===== src/rtl/sdcmd_pkg.sv =====
package sdcmd_pkg;
    localparam int CMD_NUM = 15;
    localparam int CI_ACT  = 0;
    localparam int CI_RD   = 1;
    localparam int CI_WR   = 2;
    localparam int CI_PRE  = 3;
    localparam int CI_PREA = 4;
    localparam int CI_REF  = 5;
    localparam int CI_MRS  = 6;
    localparam int CI_ZQL  = 7;
    localparam int CI_ZQS  = 8;
    localparam int CI_PDE  = 9;
    localparam int CI_PDX  = 10;
    localparam int CI_SRE  = 11;
    localparam int CI_SRX  = 12;
    localparam int CI_NOP  = 13;
    localparam int CI_DES  = 14;

    typedef enum logic [1:0] {
        PWR_AWAKE = 2'd0,
        PWR_DOWN  = 2'd1,
        PWR_SELF  = 2'd2
    } pwr_state_e;

    typedef enum logic {
        BANK_IDLE   = 1'b0,
        BANK_ACTIVE = 1'b1
    } bank_state_e;
endpackage


===== src/rtl/sdcmd_capture.sv =====
module sdcmd_capture #(
    parameter int BANK_AW = 3
) (
    input  logic               clk,
    input  logic               rst_n,
    input  logic               cs_n,
    input  logic               ras_n,
    input  logic               cas_n,
    input  logic               we_n,
    input  logic               cke,
    input  logic [BANK_AW-1:0] ba,
    input  logic               a10,
    input  logic               a12,
    output logic               cs_n_q,
    output logic [2:0]         rcw_q,
    output logic               cke_q,
    output logic               cke_prev_q,
    output logic [BANK_AW-1:0] ba_q,
    output logic               a10_q,
    output logic               a12_q
);
    always_ff @(posedge clk or negedge rst_n) begin
        if (!rst_n) begin
            cs_n_q     <= 1'b1;
            rcw_q      <= 3'b111;
            cke_q      <= 1'b1;
            cke_prev_q <= 1'b1;
            ba_q       <= '0;
            a10_q      <= 1'b0;
            a12_q      <= 1'b0;
        end else begin
            cs_n_q     <= cs_n;
            rcw_q      <= {ras_n, cas_n, we_n};
            cke_prev_q <= cke_q;
            cke_q      <= cke;
            ba_q       <= ba;
            a10_q      <= a10;
            a12_q      <= a12;
        end
    end
endmodule


===== src/rtl/sdcmd_classify.sv =====
module sdcmd_classify
    import sdcmd_pkg::*;
#(
    parameter int BANK_AW   = 3,
    parameter int NUM_BANKS = 1 << BANK_AW
) (
    input  logic                 cs_n_q,
    input  logic [2:0]           rcw_q,
    input  logic                 cke_q,
    input  logic                 cke_prev_q,
    input  logic [BANK_AW-1:0]   ba_q,
    input  logic                 a10_q,
    input  logic                 a12_q,
    input  logic                 otf_en,
    input  pwr_state_e           pwr_state,
    input  logic [NUM_BANKS-1:0] bank_open,
    output logic [CMD_NUM-1:0]   cmd_onehot,
    output logic                 auto_pre,
    output logic                 burst_chop,
    output logic                 illegal_cmd
);
    logic any_open;
    logic idle_pins;

    assign any_open  = |bank_open;
    assign idle_pins = cs_n_q || (rcw_q == 3'b111);

    always_comb begin
        cmd_onehot  = '0;
        auto_pre    = 1'b0;
        burst_chop  = 1'b0;
        illegal_cmd = 1'b0;
        unique case ({cke_prev_q, cke_q})
            2'b11: begin
                if (cs_n_q) begin
                    cmd_onehot[CI_DES] = 1'b1;
                end else begin
                    unique case (rcw_q)
                        3'b011: begin
                            cmd_onehot[CI_ACT] = 1'b1;
                            illegal_cmd        = bank_open[ba_q];
                        end
                        3'b010: begin
                            if (a10_q) cmd_onehot[CI_PREA] = 1'b1;
                            else       cmd_onehot[CI_PRE]  = 1'b1;
                        end
                        3'b101, 3'b100: begin
                            if (rcw_q[0]) cmd_onehot[CI_RD] = 1'b1;
                            else          cmd_onehot[CI_WR] = 1'b1;
                            auto_pre    = a10_q;
                            burst_chop  = otf_en && !a12_q;
                            illegal_cmd = !bank_open[ba_q];
                        end
                        3'b001: begin
                            cmd_onehot[CI_REF] = 1'b1;
                            illegal_cmd        = any_open;
                        end
                        3'b000: begin
                            cmd_onehot[CI_MRS] = 1'b1;
                            illegal_cmd        = any_open;
                        end
                        3'b110: begin
                            if (a10_q) cmd_onehot[CI_ZQL] = 1'b1;
                            else       cmd_onehot[CI_ZQS] = 1'b1;
                            illegal_cmd = any_open;
                        end
                        default: cmd_onehot[CI_NOP] = 1'b1;
                    endcase
                end
            end
            2'b10: begin
                if (idle_pins) begin
                    cmd_onehot[CI_PDE] = 1'b1;
                end else if (rcw_q == 3'b001) begin
                    cmd_onehot[CI_SRE] = 1'b1;
                    illegal_cmd        = any_open;
                end else begin
                    illegal_cmd = 1'b1;
                end
            end
            2'b01: begin
                if (!idle_pins)                  illegal_cmd        = 1'b1;
                else if (pwr_state == PWR_SELF)  cmd_onehot[CI_SRX] = 1'b1;
                else                             cmd_onehot[CI_PDX] = 1'b1;
            end
            default: ;
        endcase
    end
endmodule


===== src/rtl/sdcmd_power_fsm.sv =====
module sdcmd_power_fsm
    import sdcmd_pkg::*;
(
    input  logic       clk,
    input  logic       rst_n,
    input  logic       pd_enter,
    input  logic       sr_enter,
    input  logic       any_exit,
    output pwr_state_e pwr_state
);
    pwr_state_e pwr_nxt;

    always_ff @(posedge clk or negedge rst_n) begin
        if (!rst_n) pwr_state <= PWR_AWAKE;
        else        pwr_state <= pwr_nxt;
    end

    always_comb begin
        pwr_nxt = pwr_state;
        unique case (pwr_state)
            PWR_AWAKE: begin
                if (pd_enter)      pwr_nxt = PWR_DOWN;
                else if (sr_enter) pwr_nxt = PWR_SELF;
            end
            PWR_DOWN: if (any_exit) pwr_nxt = PWR_AWAKE;
            PWR_SELF: if (any_exit) pwr_nxt = PWR_AWAKE;
            default:  pwr_nxt = PWR_AWAKE;
        endcase
    end
endmodule


===== src/rtl/sdcmd_bank_track.sv =====
module sdcmd_bank_track
    import sdcmd_pkg::*;
#(
    parameter int BANK_AW   = 3,
    parameter int NUM_BANKS = 1 << BANK_AW
) (
    input  logic                 clk,
    input  logic                 rst_n,
    input  logic                 open_req,
    input  logic                 close_req,
    input  logic                 close_all,
    input  logic [BANK_AW-1:0]   ba_q,
    output logic [NUM_BANKS-1:0] bank_open
);
    for (genvar gi = 0; gi < NUM_BANKS; gi++) begin : g_bank
        bank_state_e st_q, st_nxt;
        logic        hit;

        assign hit = (ba_q == BANK_AW'(gi));

        always_ff @(posedge clk or negedge rst_n) begin
            if (!rst_n) st_q <= BANK_IDLE;
            else        st_q <= st_nxt;
        end

        always_comb begin
            st_nxt = st_q;
            unique case (st_q)
                BANK_IDLE:   if (open_req && hit) st_nxt = BANK_ACTIVE;
                BANK_ACTIVE: if (close_all || (close_req && hit)) st_nxt = BANK_IDLE;
                default:     st_nxt = BANK_IDLE;
            endcase
        end

        assign bank_open[gi] = (st_q == BANK_ACTIVE);
    end
endmodule


===== src/rtl/sdram_cmd_decode.sv =====
module sdram_cmd_decode
    import sdcmd_pkg::*;
#(
    parameter int BANK_AW = 3,
    localparam int NUM_BANKS = 1 << BANK_AW
) (
    input  logic                 clk,
    input  logic                 rst_n,
    input  logic                 cs_n,
    input  logic                 ras_n,
    input  logic                 cas_n,
    input  logic                 we_n,
    input  logic                 cke,
    input  logic [BANK_AW-1:0]   ba,
    input  logic                 a10,
    input  logic                 a12,
    input  logic                 otf_en,
    output logic [CMD_NUM-1:0]   cmd_onehot,
    output logic [BANK_AW-1:0]   cmd_bank,
    output logic                 auto_pre,
    output logic                 burst_chop,
    output logic                 illegal_cmd,
    output logic [NUM_BANKS-1:0] bank_open
);
    logic       cs_n_q, cke_q, cke_prev_q, a10_q, a12_q;
    logic [2:0] rcw_q;
    pwr_state_e pwr_state;

    sdcmd_capture #(.BANK_AW(BANK_AW)) u_cap (
        .clk(clk), .rst_n(rst_n), .cs_n(cs_n), .ras_n(ras_n), .cas_n(cas_n),
        .we_n(we_n), .cke(cke), .ba(ba), .a10(a10), .a12(a12),
        .cs_n_q(cs_n_q), .rcw_q(rcw_q), .cke_q(cke_q), .cke_prev_q(cke_prev_q),
        .ba_q(cmd_bank), .a10_q(a10_q), .a12_q(a12_q)
    );

    sdcmd_classify #(.BANK_AW(BANK_AW), .NUM_BANKS(NUM_BANKS)) u_cls (
        .cs_n_q(cs_n_q), .rcw_q(rcw_q), .cke_q(cke_q), .cke_prev_q(cke_prev_q),
        .ba_q(cmd_bank), .a10_q(a10_q), .a12_q(a12_q), .otf_en(otf_en),
        .pwr_state(pwr_state), .bank_open(bank_open),
        .cmd_onehot(cmd_onehot), .auto_pre(auto_pre), .burst_chop(burst_chop),
        .illegal_cmd(illegal_cmd)
    );

    sdcmd_power_fsm u_pwr (
        .clk(clk), .rst_n(rst_n),
        .pd_enter(cmd_onehot[CI_PDE]), .sr_enter(cmd_onehot[CI_SRE]),
        .any_exit(cmd_onehot[CI_PDX] || cmd_onehot[CI_SRX]),
        .pwr_state(pwr_state)
    );

    sdcmd_bank_track #(.BANK_AW(BANK_AW), .NUM_BANKS(NUM_BANKS)) u_bank (
        .clk(clk), .rst_n(rst_n),
        .open_req(cmd_onehot[CI_ACT]),
        .close_req(cmd_onehot[CI_PRE] ||
                   ((cmd_onehot[CI_RD] || cmd_onehot[CI_WR]) && auto_pre)),
        .close_all(cmd_onehot[CI_PREA]),
        .ba_q(cmd_bank), .bank_open(bank_open)
    );
endmodule


===== config.mk =====
export PLATFORM = sky130hd
export DESIGN_NAME = sdram_cmd_decode
export DESIGN_NICKNAME = d
export VERILOG_FILES = /design/src/rtl/sdcmd_pkg.sv /design/src/rtl/sdcmd_capture.sv /design/src/rtl/sdcmd_classify.sv /design/src/rtl/sdcmd_power_fsm.sv /design/src/rtl/sdcmd_bank_track.sv /design/src/rtl/sdram_cmd_decode.sv
export SDC_FILE = /design/constraint.sdc
export NUM_CORES = 1
export LEC_CHECK = 0
export BUFFER_PORTS_ARGS = -buffer_cell sky130_fd_sc_hd__buf_2
export CAP_MARGIN = 40
export CELL_PAD_IN_SITES_DETAIL_PLACEMENT = 0
export CELL_PAD_IN_SITES_GLOBAL_PLACEMENT = 2
export CORE_MARGIN = 2
export CORE_UTILIZATION = 27
export CTS_CLUSTER_DIAMETER = 100
export DETAILED_ROUTE_END_ITERATION = 7
export PLACE_DENSITY_LB_ADDON = 0.1
export SLEW_MARGIN = 20
export SYNTH_ARGS = -nofsm -noshare
export SYNTH_HDL_FRONTEND = slang
export SYNTH_SLANG_ARGS = --single-unit

===== constraint.sdc =====
create_clock -name clk -period 1.77 [get_ports clk]
set_input_delay 0.0885 -clock clk [delete_from_list [all_inputs] [get_ports clk]]
set_output_delay 0.0885 -clock clk [all_outputs]
set_load 0.1 [all_outputs]

Word level (Yosys, flattened, before mapping)
Cells that the tools add are included.

Flip-flop bits (word level): 21. Word-level logic and storage cells: 155. Output and inout port bits: 29. Input bits: 13.

Reductions and logical operators: 41. Bitwise operators: 8. Order comparisons: 1. Eq/ne operators: 21. Muxes and demuxes: 68.

Operators by type and width (count): $mux 1 (47); $eq 3x3->1 const B (8); $logic_and 1x1->1 (18); $mux 9 (2); $pmux 1 s2 (8); $mux 2 (7); $eq 3x2->1 const B (4); $logic_or 1x1->1 (12); $not 1->1 (8); $reduce_or 8->1 (1); $reduce_or 7->1 (1); $eq 2x2->1 const B (3); $eq 3x1->1 const B (2); $logic_not 3->1 (2); $pmux 1 s3 (2); $eq 2x1->1 const B (2); $lt 3x4->1 const B (1); $pmux 2 s2 (1); $reduce_or 2->1 (2); $bmux 1 s3 (1); $ne 3x1->1 const B (1); $reduce_or 3->1 (1); $logic_not 1->1 (2); $logic_not 2->1 (1); 2 further kinds (2).

Depth between registers and ports, before layout
Depth after elaboration: 12. Mapped depth: 6. Gate-level depth less buffers: 5.

Hierarchy
A second synthesis with hierarchy kept.

Cell total of the unflattened synthesis: 125. Area, all modules: 1320.0 sq um.

By module, submodules not included: sdcmd_bank_track (area each 521.8 sq um, sequential area each 200.2 sq um, cells each 48, times used 1); sdcmd_classify (area each 375.4 sq um, sequential area each 0.0 sq um, cells each 51, times used 1); sdcmd_capture (area each 282.8 sq um, sequential area each 282.8 sq um, cells each 11, times used 1); sdcmd_power_fsm (area each 122.6 sq um, sequential area each 50.0 sq um, cells each 12, times used 1); sdram_cmd_decode (area each 17.5 sq um, sequential area each 0.0 sq um, cells each 3, times used 1).

Least setup slack after synthesis
OpenSTA, ideal clock, no wires.

Kind: register to output. Start: register u_cap.rcw_q[1]. End: output cmd_onehot[7]. Buffers on the path: 1. Stages on the path, launching flop included: 4. Arrival: 3.794 ns. Path slack: -2.113 ns. Data required time: 1.681 ns. Cell sequence: dfstp_2 > clkbuf_1 > nand2_1 > nor4_1.

Word-level cells in the longest chain between the ends: 4.

Ends and longest elaborated chain: from (decl) (RTL line sdcmd_capture.sv:15) `output logic [2:0] rcw_q,`; from (signal assigned) (RTL line sdcmd_capture.sv:33) `rcw_q <= {ras_n, cas_n, we_n};`; $eq 3x3->1 (RTL line sdcmd_classify.sv:38) `unique case (rcw_q)`; $mux 2 (RTL line sdcmd_classify.sv:38); $mux 9 (RTL line sdcmd_classify.sv:35) `if (cs_n_q) begin`; $mux 9 (RTL line sdcmd_classify.sv:33) `unique case ({cke_prev_q, cke_q})`; to (decl) (RTL line sdram_cmd_decode.sv:18) `output logic [CMD_NUM-1:0] cmd_onehot,`.

Every way passes these cells.

Worst setup path after layout
Start: register u_cap.ba_q[0]. End: output illegal_cmd.

Word-level cells in the longest chain between the ends: 6.

Ends and longest elaborated chain: from (decl) (RTL line sdcmd_capture.sv:18) `output logic [BANK_AW-1:0] ba_q,`; from (signal assigned) (RTL line sdcmd_capture.sv:28) `ba_q <= '0;`; from (signal assigned) (RTL line sdcmd_capture.sv:36) `ba_q <= ba;`; $bmux 1 s3 (*) (RTL line sdcmd_classify.sv:41, sdcmd_classify.sv:52); $mux 1 (implied by the code) (*) (RTL line sdcmd_classify.sv:41, sdcmd_classify.sv:52); $logic_not 1->1 (RTL line sdcmd_classify.sv:52) `illegal_cmd = !bank_open[ba_q];`; $pmux 1 s3 (*) (RTL line sdcmd_classify.sv:38); $mux 1 (*) (RTL line sdcmd_classify.sv:35); $pmux 1 s3 (*) (RTL line sdcmd_classify.sv:33); to (decl) (RTL line sdram_cmd_decode.sv:22) `output logic illegal_cmd,`.

Every way passes the cells marked *; elsewhere a longest branch is shown, timed or not. The select of a mux whose other input is x is not followed.

==> reports/summary.txt <==
Post-synth top cells = dfrtp_1, buf_4, o211ai_1, nor2_1
1st-iter DRT viols = 26
Required @ worst endpoint = 1.68 ns
Reg clk slew, reported paths = 0.08 ns
RD Place Congestion = 0.743
Post-synth EDFFs = 0
TritonCTS Sinks = 21
Max clock buf depth = 2
Synth Instances = 124
Max Cap Violations = 0
Fillers = 390
Aggregate global-route resource usage = 14.4%
Worst setup path endpoint = illegal_cmd
Seq/Total Area, Yosys = 42.1%
Buffers on Ports = 41
Peak VDD IR = 0.000345 V
Hold Vio Cnt, Final = 0
Final Max Tran Viols = 0
Die ar. = 5250 µm²
Run status = finished, violations left
CTS tree = done
Worst slew pin tran = 0.491 ns
Routed vias/inst = 4.95
Routed wire length per instance = 14.6 µm
Asr flop ratio synth = 100%
CP Launch Type = register
Via count = 1267
Starting density of the core = 28.5%
Yosys warning count = 0
R2r worst-path depth = 7
R2R Setup Slk = 0.04 ns
Antenna cells = 0
Slew HR = 67.5%
Core Area = 4440 µm²
Worst min path class = in2async
H-Tree Level Count = 1
Synth area leaders = dfrtp_1, dfstp_2, buf_4, o211ai_1, mux4_2
Number of global-route vias before repair = 1296
Syn Std Cell Area = 1260 µm²
Critical Path AT = 1.99 ns
Util after Layout = 54.6%
First-pass GRT wire length = 6.00 mm
Number of CTS-inserted buffers = 3
Crit. End Element = output port
P_leak = 1.06 nW
Fin nets = 220
Root Buffer = clkbuf_8
Row count = 24
FMAX = 481 MHz
Pin count of the biggest net entering global routing = 22
Worst-Skew Late Latency = 0.26 ns
Ports = 42
Die width = 72.4 µm
Terminus of the critical flop-to-flop path = u_bank.g_bank[3].st_q
Setup violations, final = 8
Failing checks = negative setup slack
Post-synthesis cell type count = 35
Antenna viol nets, final = 0
Area Overhead vs Synth = 91.8%
Syn avg cell area = 10.2 µm²
P per Cell Area = 608 nW/µm²
Mapped Nets = 139
Drt total wl = 3.75 mm
Final hold slack = 0.318 ns
RSZ-0062 raised after global routing = yes
Grt total ovfl = 0
Top-count cell post-synth = dfrtp_1
Kind of critical path = reg2out
Worst setup margin = -0.307 ns
Final Cycle Share = 117%
Yosys reg bits = 21
R2R Path Start = u_cap.rcw_q[1]
HPWL after DPL = 2.67 mm
Initial antenna violation count = 0
Detailed-route DRC error count = 0
Synth area leader = dfrtp_1
Min Tclk post-route = 2.08 ns
Clk_skew = 0.00343 ns
Fraction of layout cells with a size suffix above 1 = 62.7%
Die Ht = 72.4 µm
Worst-path fanout max = 4
Drt pass-1 iters = 4
Critical Path Source = u_cap.ba_q[0]
Synth top area share = 29.7%
Dominant synthesized flop cell = dfrtp_1
==> cell type report <==
cell class,instances,area [µm²],share of cell area [%]
timing repair buffer,96,946,39.0
multi-input combinational,78,803,33.1
sequential,21,544,22.4
tap,52,65.1,2.68
clock buffer,3,41.3,1.70
inverter,5,21.3,0.877
clock inverter,1,5.00,0.206
==> power breakdown <==
part / switching (mW) / leakage [nW] / internal (mW)
sequential: 0.0344 / 0.256 / 0.527
clock: 0.152 / 0.0255 / 0.157
combinational: 0.382 / 0.778 / 0.221
==> cells by family (layout without fill, tap and decap cells) <==
logic type / Yosys count / count (layout) / share of synthesized area, %
buffers and inverters: 25 / 105 / 11.8
DFF: 21 / 21 / 42.1
and+or+nand+nor: 41 / 41 / 21.0
adders and majority gates: 2 / 2 / 1.98
AOI/OAI and AO/OA: 31 / 31 / 18.0
muxes: 4 / 4 / 5.14
==> through the flow <==
stage	instances	setup TNS, ns	setup WS, ns	area [µm²]	power (mW)
floorplan	124	-3.47	-0.710	1420	0.964
finish	256	-0.623	-0.307	2430	1.47
detailed placement	226	-0.0276	-0.0276	2010	1.10
CTS	253	-0.608	-0.318	2340	1.47
global route	256	-1.63	-0.384	2430	1.55
global placement	226	-0.0488	-0.0488	2010	1.09
==> worst max-delay path, cell delays in order, from the launching register on <==
cell	delay [ns]
dfrtp_4	0.45
mux4_2	0.51
mux2i_2	0.21
mux2i_1	0.21
o211ai_1	0.15
buf_12	0.20
==> sequential cells by signal, indices dropped and copies added (netlist names) <==
name and count:
u_bank.g_bank.st_q 8, u_cap.ba_q 3, u_cap.rcw_q 3, u_pwr.pwr_state 2, u_cap.a10_q 1, u_cap.a12_q 1, u_cap.cke_prev_q 1, u_cap.cke_q 1
u_cap.cs_n_q 1
==> cell usage in the layout (no fill, tap or decap), types with 3 or more instances in the layout <==
master         netlist  routed
buf_12               0      17
buf_2                5      24
buf_4               13      32
buf_6                0      12
clkbuf_8             0       3
dfrtp_1             15      13
dfstp_2              6       5
dlygate4sd3_1        0      11
inv_1                5       4
nand2_1              6       4
nand2b_1             6       3
nor2_4               0       4
nor4_4               0       5
o211ai_1             9       9
o31ai_1              6       6
==> routing by layer <==
metal | share of wire [%] | track usage, %
met5 | 0 | 0
met4 | 0.51 | 3.70
met3 | 2.8 | 1.39
met2 | 58 | 27.9
met1 | 39 | 16.8
==> worst min-delay path by stage <==
| stage | startpoint | endpoint | slack, ns | cells after the start |
|---|---|---|---|---|
| after floorplan | rst_n | u_bank.g_bank[0].st_q | -0.21 | 0 |
| after global placement | rst_n | u_bank.g_bank[4].st_q | 0.07 | 1 |
| after detailed placement | rst_n | u_bank.g_bank[4].st_q | 0.07 | 1 |
| after CTS | rst_n | u_bank.g_bank[2].st_q | 0.33 | 2 |
| after global routing | rst_n | u_bank.g_bank[2].st_q | 0.36 | 2 |
| final | rst_n | u_bank.g_bank[2].st_q | 0.32 | 2 |
==> repair_timing <==
action | in CTS | in global routing
hold endpoints to repair | 25 | 0
resized for setup | 20 | 15
buffers inserted | 12 | 3
pin swaps | 8 | 12
hold buffers | 11 | 0
gates cloned | 0 | 0
endpoints found under the setup margin | 13 | 21
Note: power is estimated with default switching activity, not from simulation.
